===== src/rtl/cor_irq_pkg.sv =====
package cor_irq_pkg;
  localparam int DW      = 4;
  localparam int N_SRC   = 4;
  localparam int N_RATE  = 3;
  localparam int PSEL_W  = $clog2(N_RATE + 1);
  localparam int SRC_PA  = 0;
  localparam int SRC_PC  = 1;
  localparam int SRC_TM  = 2;
  localparam int SRC_PR  = 3;
  localparam int SLP_BIT = 2;

  typedef enum logic [1:0] {
    A_MAIN = 2'd0,
    A_MASK = 2'd1,
    A_CTRL = 2'd2,
    A_NONE = 2'd3
  } addr_e;
endpackage


===== src/rtl/cor_irq_flags.sv =====
module cor_irq_flags #(
  parameter int N = 4
) (
  input  logic         clk_i,
  input  logic         rst_ni,
  input  logic [N-1:0] set_i,
  input  logic [N-1:0] clr_i,
  output logic [N-1:0] flag_o
);
  for (genvar i = 0; i < N; i++) begin : g_flag
    logic q;
    always_ff @(posedge clk_i or negedge rst_ni) begin
      if (!rst_ni)       q <= 1'b0;
      else if (set_i[i]) q <= 1'b1;  // set beats clear
      else if (clr_i[i]) q <= 1'b0;
    end
    assign flag_o[i] = q;

    p_set_wins_r9: assert property (@(posedge clk_i) disable iff (!rst_ni)
      set_i[i] |=> flag_o[i]);
    p_clear_r3: assert property (@(posedge clk_i) disable iff (!rst_ni)
      (clr_i[i] && !set_i[i]) |=> !flag_o[i]);
  end
endmodule


===== src/rtl/cor_irq_cfg.sv =====
module cor_irq_cfg
  import cor_irq_pkg::*;
(
  input  logic              clk_i,
  input  logic              rst_ni,
  input  logic              wr_mask_i,
  input  logic              wr_ctrl_i,
  input  logic              sleep_req_i,
  input  logic [DW-1:0]     wdata_i,
  input  logic              halt_i,
  input  logic              halt_xfer_i,
  input  logic              wake_i,
  output logic [2:0]        src_en_o,
  output logic              slp_permit_o,
  output logic [PSEL_W-1:0] psel_o,
  output logic              inten_o,
  output logic              sleep_o
);
  logic [2:0]        src_en_q;
  logic              slp_permit_q, inten_q, sleep_q, inten_d, sleep_d, enter;
  logic [PSEL_W-1:0] psel_q;

  assign enter = sleep_req_i && slp_permit_q;

  always_comb begin
    sleep_d = sleep_q;
    if (enter)       sleep_d = 1'b1;
    else if (wake_i) sleep_d = 1'b0;

    inten_d = inten_q;
    if (enter || sleep_q)          inten_d = 1'b0;
    else if (halt_i && !halt_xfer_i) inten_d = 1'b1;
    else if (wr_ctrl_i)            inten_d = wdata_i[2];
  end

  always_ff @(posedge clk_i or negedge rst_ni) begin
    if (!rst_ni) begin
      src_en_q     <= '0;
      slp_permit_q <= 1'b0;
      psel_q       <= '0;
      inten_q      <= 1'b0;
      sleep_q      <= 1'b0;
    end else begin
      if (wr_mask_i) begin
        src_en_q     <= wdata_i[2:0];
        slp_permit_q <= wdata_i[3];
      end
      if (wr_ctrl_i) psel_q <= wdata_i[PSEL_W-1:0];
      inten_q <= inten_d;
      sleep_q <= sleep_d;
    end
  end

  assign src_en_o     = src_en_q;
  assign slp_permit_o = slp_permit_q;
  assign psel_o       = psel_q;
  assign inten_o      = inten_q;
  assign sleep_o      = sleep_q;

  p_sleep_kills_inten_r6: assert property (@(posedge clk_i) disable iff (!rst_ni)
    sleep_o |-> !inten_o);
  p_halt_sets_r7: assert property (@(posedge clk_i) disable iff (!rst_ni)
    (halt_i && !halt_xfer_i && !sleep_o && !sleep_req_i) |=> inten_o);
  p_sleep_blocked_r8: assert property (@(posedge clk_i) disable iff (!rst_ni)
    (sleep_req_i && !slp_permit_o && !sleep_o) |=> !sleep_o);
  p_wake_r6: assert property (@(posedge clk_i) disable iff (!rst_ni)
    (wake_i && !sleep_req_i) |=> !sleep_o);
endmodule


===== src/rtl/cor_irq_ctrl.sv =====
module cor_irq_ctrl
  import cor_irq_pkg::*;
(
  input  logic          clk_i,
  input  logic          rst_ni,
  input  logic          pa_req_i,
  input  logic          pc_req_i,
  input  logic          tmr_req_i,
  input  logic [2:0]    pre_tick_i,
  input  logic          pa_ack_i,
  input  logic          pc_ack_i,
  input  logic          halt_i,
  input  logic          halt_xfer_i,
  input  logic          wake_i,
  input  logic [1:0]    bus_addr_i,
  input  logic          bus_wr_i,
  input  logic          bus_rd_i,
  input  logic [DW-1:0] bus_wdata_i,
  output logic [DW-1:0] bus_rdata_o,
  output logic          irq_o,
  output logic          sleep_o
);
  addr_e             addr;
  logic              rd_main, wr_main, wr_mask, wr_ctrl, pre_set, inten, slp_permit;
  logic [2:0]        src_en;
  logic [PSEL_W-1:0] psel;
  logic [N_RATE-1:0] rate_hit;
  logic [N_SRC-1:0]  set, clr, flag, en_vec;

  assign addr    = addr_e'(bus_addr_i);
  assign rd_main = bus_rd_i && addr == A_MAIN;
  assign wr_main = bus_wr_i && addr == A_MAIN;
  assign wr_mask = bus_wr_i && addr == A_MASK;
  assign wr_ctrl = bus_wr_i && addr == A_CTRL;

  // select code r+1 picks tick r; code 0 picks none
  for (genvar r = 0; r < N_RATE; r++) begin : g_rate
    assign rate_hit[r] = pre_tick_i[r] && (psel == PSEL_W'(r + 1));
  end
  assign pre_set = |rate_hit;

  always_comb begin
    set = '0;
    set[SRC_PA] = pa_req_i;
    set[SRC_PC] = pc_req_i;
    set[SRC_TM] = tmr_req_i;
    set[SRC_PR] = pre_set;
    clr = '0;
    clr[SRC_PA] = pa_ack_i;
    clr[SRC_PC] = pc_ack_i;
    clr[SRC_TM] = rd_main;
    clr[SRC_PR] = rd_main;
  end

  cor_irq_flags #(.N(N_SRC)) u_flags (
    .clk_i (clk_i),
    .rst_ni(rst_ni),
    .set_i (set),
    .clr_i (clr),
    .flag_o(flag)
  );

  cor_irq_cfg u_cfg (
    .clk_i       (clk_i),
    .rst_ni      (rst_ni),
    .wr_mask_i   (wr_mask),
    .wr_ctrl_i   (wr_ctrl),
    .sleep_req_i (wr_main && bus_wdata_i[SLP_BIT]),
    .wdata_i     (bus_wdata_i),
    .halt_i      (halt_i),
    .halt_xfer_i (halt_xfer_i),
    .wake_i      (wake_i),
    .src_en_o    (src_en),
    .slp_permit_o(slp_permit),
    .psel_o      (psel),
    .inten_o     (inten),
    .sleep_o     (sleep_o)
  );

  assign en_vec = {psel != '0, src_en};
  assign irq_o  = inten && |(flag & en_vec);

  always_comb begin
    unique case (addr)
      A_MAIN:  bus_rdata_o = flag;
      A_MASK:  bus_rdata_o = {slp_permit, src_en};
      A_CTRL:  bus_rdata_o = {1'b0, inten, psel};
      default: bus_rdata_o = '0;
    endcase
  end

  p_irq_needs_inten_r1: assert property (@(posedge clk_i) disable iff (!rst_ni)
    irq_o |-> inten);
  p_port_kept_r4: assert property (@(posedge clk_i) disable iff (!rst_ni)
    (rd_main && flag[SRC_PA] && !pa_ack_i) |=> flag[SRC_PA]);
  p_off_psel_r10: assert property (@(posedge clk_i) disable iff (!rst_ni)
    (psel == '0) |-> !pre_set);
endmodule


===== config.mk =====
export PLATFORM = sky130hd
export DESIGN_NAME = cor_irq_ctrl
export DESIGN_NICKNAME = d
export VERILOG_FILES = /design/src/rtl/cor_irq_pkg.sv /design/src/rtl/cor_irq_flags.sv /design/src/rtl/cor_irq_cfg.sv /design/src/rtl/cor_irq_ctrl.sv
export SDC_FILE = /design/constraint.sdc
export NUM_CORES = 1
export LEC_CHECK = 0
export BUFFER_PORTS_ARGS = -buffer_cell sky130_fd_sc_hd__buf_2
export CAP_MARGIN = 20
export CORE_MARGIN = 3
export CORE_UTILIZATION = 40
export CTS_CLUSTER_SIZE = 24
export DETAILED_ROUTE_END_ITERATION = 6
export PLACE_DENSITY = 0.72
export SYNTH_ARGS = -nofsm -noshare
export SYNTH_HDL_FRONTEND = slang
export SYNTH_SLANG_ARGS = --single-unit

===== constraint.sdc =====
create_clock -name clk_i -period 1 [get_ports clk_i]
set_clock_uncertainty 0.1 [all_clocks]
set_input_delay 0 -clock clk_i [delete_from_list [all_inputs] [get_ports clk_i]]
set_output_delay 0 -clock clk_i [all_outputs]
set_load 0.02 [all_outputs]

==> results of run 1 <==
-- per-layer routing --
| layer | wire length (um) | GRT usage [%] | vias to the layer above |
|---|---|---|---|
| met5 | 0 | 0 | - |
| met1 | 877 | 27.8 | 300 |
| li1 | - | - | 312 |
| met4 | 12 | 8.77 | 0 |
| met2 | 907 | 28.2 | 24 |
| met3 | 112 | 3.59 | 2 |
-- path summary, 6_finish.rpt --
check | from | end | slack (ns) | cells past startpoint
worst max-delay path | u_flags.g_flag[1].q | irq_o | -0.49 | 3
worst min-delay path | pre_tick_i[2] | u_flags.g_flag[3].q | -0.02 | 4
worst max register to register | u_cfg.psel_o[0] | u_flags.g_flag[3].q | -0.23 | 4
worst min register to register | u_cfg.sleep_o | u_cfg.inten_o | 0.38 | 1
max in group asynchronous | rst_ni | u_cfg.sleep_o | 0.56 | 2
min in group asynchronous | rst_ni | u_flags.g_flag[2].q | 0.02 | 2
-- cell usage in the layout (no fill, tap or decap) --
master,instances
buf_2,24
dlygate4sd3_1,16
dfrtp_1,12
buf_4,9
buf_6,6
mux2i_1,5
mux2_4,5
nand2_1,4
o21ai_1,4
inv_1,3
clkbuf_4,3
nor2_1,2
nand3b_1,2
mux2_2,2
a21o_1,2
and2b_2,1
a222oi_1,1
o21ai_0,1
a21boi_1,1
or3b_1,1
a22oi_2,1
nand4b_1,1
o22ai_2,1
a21o_2,1
nand2b_1,1
a211oi_1,1
clkbuf_8,1
-- kinds of logic after synthesis --
kind of cell	share of synthesized area [%]
AND/OR/NAND/NOR	11.5
flip-flops	49.3
buffers and inverters	3.70
multiplexers	21.2
AO/OA/AOI/OAI	14.4
-- what timing repair did --
item                                    in CTS  in global routing
hold buffers                                16                  0
endpoints found under the hold margin       24                  0
resized for setup                            7                 10
pin swaps                                    0                  2
endpoints found under the setup margin       7                 11
setup buffers                                2                  1
-- tightest hold or removal path, stage by stage --
cell and delay (ns):
buf_2 0.08, mux2_4 0.13, a22oi_2 0.04, o21ai_1 0.06
-- power breakdown --
group          switching, mW  internal, mW
logic                  0.215         0.320
registers             0.0701         0.558
clock network          0.169         0.221
total                  0.455          1.10
-- cell type report --
class	instances	area, um2
Multi-Input combinational cell	37	317
Tap cell	15	18.8
Inverter	3	11.3
Clock buffer	4	36.3
Timing Repair Buffer	55	415
Sequential cell	12	300
Fill cell	81	268
-- stage by stage --
stage | hold slack [ns] | instance area [um2]
floorplan | -0.396 | 613
global placement | -0.207 | 826
detailed placement | -0.207 | 826
CTS | -0.0275 | 1050
global route | 0.00599 | 1100
finish | -0.0204 | 1100
-- flip-flops by register name, summed over array words and instances, names as in the netlist --
signal / flops
u_cfg.inten_o: 1
u_cfg.psel_o: 2
u_cfg.sleep_o: 1
u_cfg.slp_permit_o: 1
u_cfg.src_en_o: 3
u_flags.g_flag.q: 4
==> flow_metrics.py, run 1 <==
metrics = {
    "status": {
        "status": "complete, but fails checks",
        "violations": "hold timing, setup timing",
    },
    "die": {
        "coreArea_um2": 1370,
        "dieArea_um2": 2030,
        "chipHeight_um": 45.0,
        "row_count": 13,
        "die_w_um": 45.0,
        "initial_utilization_pct": 44.6,
        "ios": 27,
    },
    "logic_synthesis": {
        "synth_top_flop_cell": "dfrtp_1",
        "syn_inst": 53,
        "synth_commonest_cells": "12 x dfrtp_1, 7 x mux2_2, 5 x mux2i_1",
        "synthTopCellsByArea": "dfrtp_1 49%, mux2_2 13%, mux2i_1 8.2%, o21ai_0 3.3%, a21o_1 2.5%",
        "synth_top_area_share_pct": 49.3,
        "async_flop_share_pct": 100,
        "synth-seq-cells": 12,
        "syn-cell-area_um2": 609,
        "ys_types": 21,
        "syn-num-nets": 74,
        "yosysMostFrequentCell": "dfrtp_1",
        "yosys_warnings": 0,
        "avgSynthCellArea_um2": 11.5,
        "yosys.area.top_type": "dfrtp_1",
        "synth_seq_area_share_pct": 49.3,
        "synth_edf_count": 0,
    },
    "global_routing": {
        "grtUsageTotal_pct": 19.4,
        "grt_start_max_net_pins": 13,
        "grt_pass1_vias": 600,
        "antenna_found_initial": 0,
        "grt_first_pass_wirelength_um": 2730,
        "grt_overflow": 0,
    },
    "sta": {
        "tightest_slew_ns": 0.381,
        "setup_viol": 7,
        "period_share_pct": 149,
        "max_freq_ghz": 0.670,
        "rsz0062_at_grt": "yes",
        "slew_headroom_pct": 74.6,
        "final-max-slew-violation-count": 0,
        "hold_viol_final": 1,
        "worst_slack_ns": -0.492,
        "min_period_ns": 1.49,
        "finalSetupTns_ns": -1.73,
        "holdWs_ns": -0.0204,
    },
    "power_and_ir_drop": {
        "power.density_nw_per_um2": 1410,
        "leakage_nw": 0.557,
        "max-vdd-ir-drop_v": 0.00110,
        "total_power_mw": 1.55,
    },
    "layout": {
        "finalNetCount": 133,
        "finalCoreUtilization_pct": 80.4,
        "fin_cells": 126,
        "n_antenna_cell": 0,
        "layout-drive-gt1-share_pct": 48.6,
        "syn2layout_area_growth_pct": 80.3,
    },
    "place": {
        "hpwl_um": 1230,
        "pre_cts_ws_ns": -0.120,
        "gp_congestion": 0.770,
        "place_inst": 103,
        "numPortBuffers": 26,
    },
    "clocking": {
        "numCtsBuffers": 3,
        "cts_max_level": 1,
        "clock_tree.buffer_depth": 2,
        "cts.sinks": 12,
        "clkTransAtPathRegs_ns": 0.08,
        "clock_latency_ns": 0.28,
        "cts_tree": "built",
        "cts_root_buf": "clkbuf_4",
    },
    "detailed_routing": {
        "num_vias": 638,
        "avgViaCountPerCell": 5.06,
        "wl_per_cell_um": 15.2,
        "drt-pass1-iter-count": 4,
        "drt_wl_total_um": 1910,
        "drt_first_iter_violations": 17,
        "drtAntennaViolNets": 0,
        "drcViolationCount": 0,
    },
    "worst_hold_path": {
        "hold_class": "input pin to flip-flop",
    },
    "setup_path": {
        "critical_path_class": "flip-flop to output pin",
        "critPathMaxFanout": 2,
        "start_kind": "flip-flop",
        "path_buf_inv": 1,
        "end_kind": "output pin",
        "crit_chain": "a222oi_1, a21boi_1, buf_2",
        "crit_required_ns": 0.90,
        "crit_arrival_ns": 1.39,
        "critPathSlowestCell": "dfrtp_1",
        "crit_family": "compound AO/OA/AOI/OAI gates",
        "crit_path_max_incr_delay_ns": 0.41,
    },
    "run": {
        "maxCapViolations": 0,
    },
}
Note: power is estimated with default switching activity, not from simulation.
==> run 2, diff against run 1 <==
ABC_AREA = 1   (was not set)
==> flow_metrics.py, run 2 <==
metrics = {
    "logic_synthesis": {
        "avgSynthCellArea_um2": 7.82,
        "synth-seq-cells": 12,
        "syn_inst": 80,
        "async_flop_share_pct": 100,
        "synth_top_area_share_pct": 48.0,
        "ys_types": 14,
        "yosys.area.top_type": "dfrtp_1",
        "yosysMostFrequentCell": "nand2_1",
        "syn-cell-area_um2": 626,
        "synth_top_flop_cell": "dfrtp_1",
        "synth_seq_area_share_pct": 48.0,
        "yosys_warnings": 0,
        "synth_commonest_cells": "20 x nand2_1, 12 x dfrtp_1, 12 x inv_1",
        "synthTopCellsByArea": "dfrtp_1 48%, nand2_1 12%, nand3_1 8.8%, inv_1 7.2%, o21ai_0 4.8%",
        "synth_edf_count": 0,
        "syn-num-nets": 101,
    },
    "layout": {
        "final_cell_mix": "21 x buf_2, 20 x nand2_1, 18 x dlygate4sd3_1",
        "layout-drive-gt1-share_pct": 34.3,
        "final_area_um2": 1100,
        "finalNetCount": 159,
        "final_common_cell": "buf_2",
        "finalCoreUtilization_pct": 79.6,
        "largest_reg_flops": 4,
        "syn2layout_area_growth_pct": 76.0,
        "fin_cells": 152,
        "n_antenna_cell": 0,
        "regMostFlops": "u_flags.g_flag.q",
    },
    "clocking": {
        "cts_tree": "built",
        "cts_max_level": 1,
        "clock_latency_ns": 0.28,
        "clock_tree.buffer_depth": 2,
        "cts.sinks": 12,
        "cts_root_buf": "clkbuf_4",
        "numCtsBuffers": 3,
        "clkTransAtPathRegs_ns": 0.08,
    },
    "detailed_routing": {
        "drcViolationCount": 0,
        "avgViaCountPerCell": 4.78,
        "num_vias": 726,
        "drt_first_iter_violations": 26,
        "wl_per_cell_um": 12.7,
        "drt_wl_total_um": 1930,
        "drtAntennaViolNets": 0,
        "drt-pass1-iter-count": 4,
    },
    "sta": {
        "finalSetupTns_ns": -1.03,
        "min_period_ns": 1.25,
        "setup_viol": 7,
        "tightest_slew_ns": 0.273,
        "hold_viol_final": 0,
        "holdWs_ns": 0.0186,
        "slew_headroom_pct": 81.8,
        "worst_slack_ns": -0.249,
        "final-max-slew-violation-count": 0,
        "period_share_pct": 125,
        "rsz0062_at_grt": "yes",
        "max_freq_ghz": 0.801,
    },
    "power_and_ir_drop": {
        "leakage_nw": 0.577,
        "total_power_mw": 1.51,
        "power.density_nw_per_um2": 1370,
        "max-vdd-ir-drop_v": 0.000942,
    },
    "setup_path": {
        "critPathMaxFanout": 2,
        "crit_required_ns": 0.90,
        "critical_path_class": "flip-flop to output pin",
        "start_kind": "flip-flop",
        "reg2regPathDepth": 6,
        "end_kind": "output pin",
        "crit_arrival_ns": 1.15,
    },
    "global_routing": {
        "grt_first_pass_wirelength_um": 3020,
        "antenna_found_initial": 0,
        "grt_start_max_net_pins": 13,
        "grt_overflow": 0,
        "grtUsageTotal_pct": 20.9,
        "grt_pass1_vias": 719,
    },
    "place": {
        "numPortBuffers": 26,
        "gp_congestion": 0.786,
        "place_inst": 121,
        "pre_cts_ws_ns": 0.00679,
        "hpwl_um": 1120,
        "postPlaceCellArea_um2": 774,
    },
    "status": {
        "violations": "setup timing",
        "status": "complete, but fails checks",
    },
    "die": {
        "dieArea_um2": 2070,
        "chipHeight_um": 45.5,
        "row_count": 13,
        "die_w_um": 45.5,
        "coreArea_um2": 1380,
        "initial_utilization_pct": 45.2,
        "ios": 27,
    },
    "run": {
        "maxCapViolations": 0,
    },
    "worst_hold_path": {
        "whs_path_depth": 5,
        "hold_class": "input pin to flip-flop",
    },
}
## run 2: report_power, final
part           total [mW]  switching, mW  internal, mW
registers           0.604         0.0521         0.551
logic               0.514          0.239         0.275
clock network       0.389          0.167         0.222
total                1.51          0.458          1.05
## run 2: routing by layer
metal | global-route usage (%) | up-vias | wire [um]
met2 | 38.2 | 26 | 972
met3 | 7.51 | 0 | 139
met5 | 0 | - | 0
met1 | 23.2 | 323 | 822
met4 | 3.51 | 0 | 0
li1 | - | 377 | -
## run 2: worst paths after layout
| kind | start | endpoint | slack [ns] |
|---|---|---|---|
| max in group asynchronous | rst_ni | u_cfg.src_en_o[2] | 0.55 |
| setup / recovery | u_flags.g_flag[2].q | irq_o | -0.25 |
| hold / removal | bus_wr_i | u_cfg.inten_o | 0.02 |
| setup reg to reg | u_cfg.psel_o[1] | u_flags.g_flag[3].q | -0.14 |
| min in group asynchronous | rst_ni | u_flags.g_flag[3].q | 0.04 |
| hold reg to reg | u_cfg.src_en_o[1] | u_cfg.src_en_o[1] | 0.43 |
## run 2: cell families (layout without fill, tap and decap cells)
family | count (synthesis) | count (layout) | synth area share [%]
and+or+nand+nor | 41 | 41 | 30.0
AOI/OAI and AO/OA | 14 | 14 | 14.2
buffers and inverters | 13 | 70 | 7.80
DFF | 12 | 12 | 48.0
## run 2: repair_timing
| action | CTS | global route |
|---|---|---|
| pin swaps | 7 | 5 |
| gates resized for setup | 7 | 7 |
| buffers inserted | 6 | 3 |
| endpoints found under the hold margin | 24 | 0 |
| setup endpoints to repair | 5 | 7 |
| hold buffers | 18 | 0 |
## run 2: cell type report
| type | instances | area [um2] |
|---|---|---|
| clock buffers | 4 | 36.3 |
| well taps | 15 | 18.8 |
| inverters | 13 | 48.8 |
| flip-flops and latches | 12 | 300 |
| multi-input cells | 55 | 299 |
| repair buffers | 53 | 398 |
| fillers | 97 | 282 |
## run 2: worst max-delay path: stages (launching register included)
cell and delay (ns):
dfrtp_1 0.40, nand2_1 0.07, nand3_1 0.09, o21a_1 0.19, buf_6 0.13
==> run 3, diff against run 2 <==
SKIP_LAST_GASP = 1   (was not set)
==> flow_metrics.py, run 3 (synthesized netlist as in run 2, its figures left out) <==
metrics = {
    "sta": {
        "rsz0062_at_grt": "yes",
        "slew_headroom_pct": 81.8,
        "tightest_slew_ns": 0.273,
        "period_share_pct": 125,
        "min_period_ns": 1.25,
        "final-max-slew-violation-count": 0,
        "hold_viol_final": 0,
        "setup_viol": 7,
        "worst_slack_ns": -0.249,
        "max_freq_ghz": 0.801,
    },
    "setup_path": {
        "critical_path_class": "flip-flop to output pin",
        "critPathMaxFanout": 2,
        "path_buf_inv": 1,
        "start_kind": "flip-flop",
        "cp.depth": 4,
        "reg2reg_slack_ns": -0.14,
        "crit_path_max_incr_delay_ns": 0.40,
        "crit_arrival_ns": 1.15,
        "crit_family": "flip-flops",
        "critPathSlowestCell": "dfrtp_1",
        "rr_startpoint": "u_cfg.psel_o[1]",
        "startpoint": "u_flags.g_flag[2].q",
        "r2r_end": "u_flags.g_flag[3].q",
        "end_kind": "output pin",
        "crit_chain": "nand2_1, nand3_1, o21a_1, buf_6",
        "reg2regPathDepth": 6,
        "crit_required_ns": 0.90,
    },
    "detailed_routing": {
        "wl_per_cell_um": 12.7,
        "drtAntennaViolNets": 0,
        "drt_first_iter_violations": 26,
        "drt-pass1-iter-count": 4,
        "avgViaCountPerCell": 4.78,
        "drcViolationCount": 0,
        "num_vias": 726,
        "drt_wl_total_um": 1930,
    },
    "place": {
        "gp_congestion": 0.786,
        "hpwl_um": 1120,
        "numPortBuffers": 26,
    },
    "layout": {
        "syn2layout_area_growth_pct": 76.0,
        "final_common_cell": "buf_2",
        "finalNetCount": 159,
        "regMostFlops": "u_flags.g_flag.q",
        "finalCoreUtilization_pct": 79.6,
        "layout-drive-gt1-share_pct": 34.3,
        "n_antenna_cell": 0,
        "final_cell_mix": "21 x buf_2, 20 x nand2_1, 18 x dlygate4sd3_1",
        "largest_reg_flops": 4,
    },
    "global_routing": {
        "grt_overflow": 0,
        "antenna_found_initial": 0,
        "grt_pass1_vias": 719,
        "grt_start_max_net_pins": 13,
        "grtUsageTotal_pct": 20.9,
        "grt_first_pass_wirelength_um": 3020,
    },
    "die": {
        "coreArea_um2": 1380,
        "row_count": 13,
        "dieArea_um2": 2070,
        "die_w_um": 45.5,
        "initial_utilization_pct": 45.2,
        "chipHeight_um": 45.5,
        "ios": 27,
    },
    "power_and_ir_drop": {
        "leakage_nw": 0.577,
        "power.density_nw_per_um2": 1370,
        "total_power_mw": 1.51,
        "max-vdd-ir-drop_v": 0.000942,
    },
    "status": {
        "violations": "setup timing",
        "status": "complete, but fails checks",
    },
    "clocking": {
        "cts_root_buf": "clkbuf_4",
        "numCtsBuffers": 3,
        "clock_latency_ns": 0.28,
        "cts.sinks": 12,
        "clkTransAtPathRegs_ns": 0.08,
        "clock_tree.buffer_depth": 2,
        "cts_max_level": 1,
        "cts_tree": "built",
    },
    "worst_hold_path": {
        "hold_end": "u_cfg.inten_o",
        "whs_path_depth": 5,
        "hold_class": "input pin to flip-flop",
        "hp-start": "bus_wr_i",
    },
    "run": {
        "maxCapViolations": 0,
    },
}
-- run 3: cell counts in the layout (fill, tap and decap cells not counted) --
Identical to the previous run, type by type.
-- run 3: area by class of cell --
| class | instances | area [um2] |
|---|---|---|
| flip-flops and latches | 12 | 300 |
| fillers | 97 | 282 |
| repair buffers | 53 | 398 |
| clock buffers | 4 | 36.3 |
| well taps | 15 | 18.8 |
| multi-input cells | 55 | 299 |
| inverters | 13 | 48.8 |
-- run 3: through the flow --
step / instances / setup slack, ns / cell area [um2] / hold WS [ns] / TNS (ns)
after detailed placement: 121 / 0.00679 / 774 / -0.208 / 0
final: 152 / -0.249 / 1100 / 0.0186 / -1.03
after CTS: 149 / -0.261 / 1050 / 0.00207 / -0.817
after global routing: 152 / -0.315 / 1100 / 0.0358 / -1.46
after floorplan: 80 / 0.0510 / 626 / -0.396 / 0
after global placement: 121 / 0.0349 / 774 / -0.209 / 0
-- run 3: tightest hold or removal path: cells and delay by family --
| family | cells | cell delay, ns |
|---|---|---|
| and+or+nand+nor | 3 | 0.21 |
| buffers and inverters | 2 | 0.15 |
-- run 3: timing repair --
| action | 4_1_cts | 5_1_grt |
|---|---|---|
| pin swaps | 7 | 5 |
| hold buffers | 18 | 0 |
| cloned | 0 | 0 |
| gates resized for setup | 7 | 7 |
| endpoints found under the setup margin | 5 | 7 |
| setup buffers | 6 | 3 |
| endpoints found under the hold margin | 24 | 0 |
-- run 3: worst max path at each step --
| stage | end |
|---|---|
| floorplan | bus_rdata_o[3] |
| global placement | irq_o |
| detailed placement | irq_o |
| CTS | irq_o |
| global route | irq_o |
| finish | irq_o |
-- run 3: where the power goes --
group          switching (mW)  internal [mW]  leakage, nW  total (mW)
Sequential             0.0521          0.551        0.141       0.604
Clock                   0.167          0.222       0.0210       0.389
Combinational           0.239          0.275        0.415       0.514
Total                   0.458           1.05        0.577        1.51
-- run 3: routing by layer --
metal	track usage, %	routed length [um]
met1	23.2	822
met2	38.2	972
met3	7.51	139
met4	3.51	0
met5	0	0
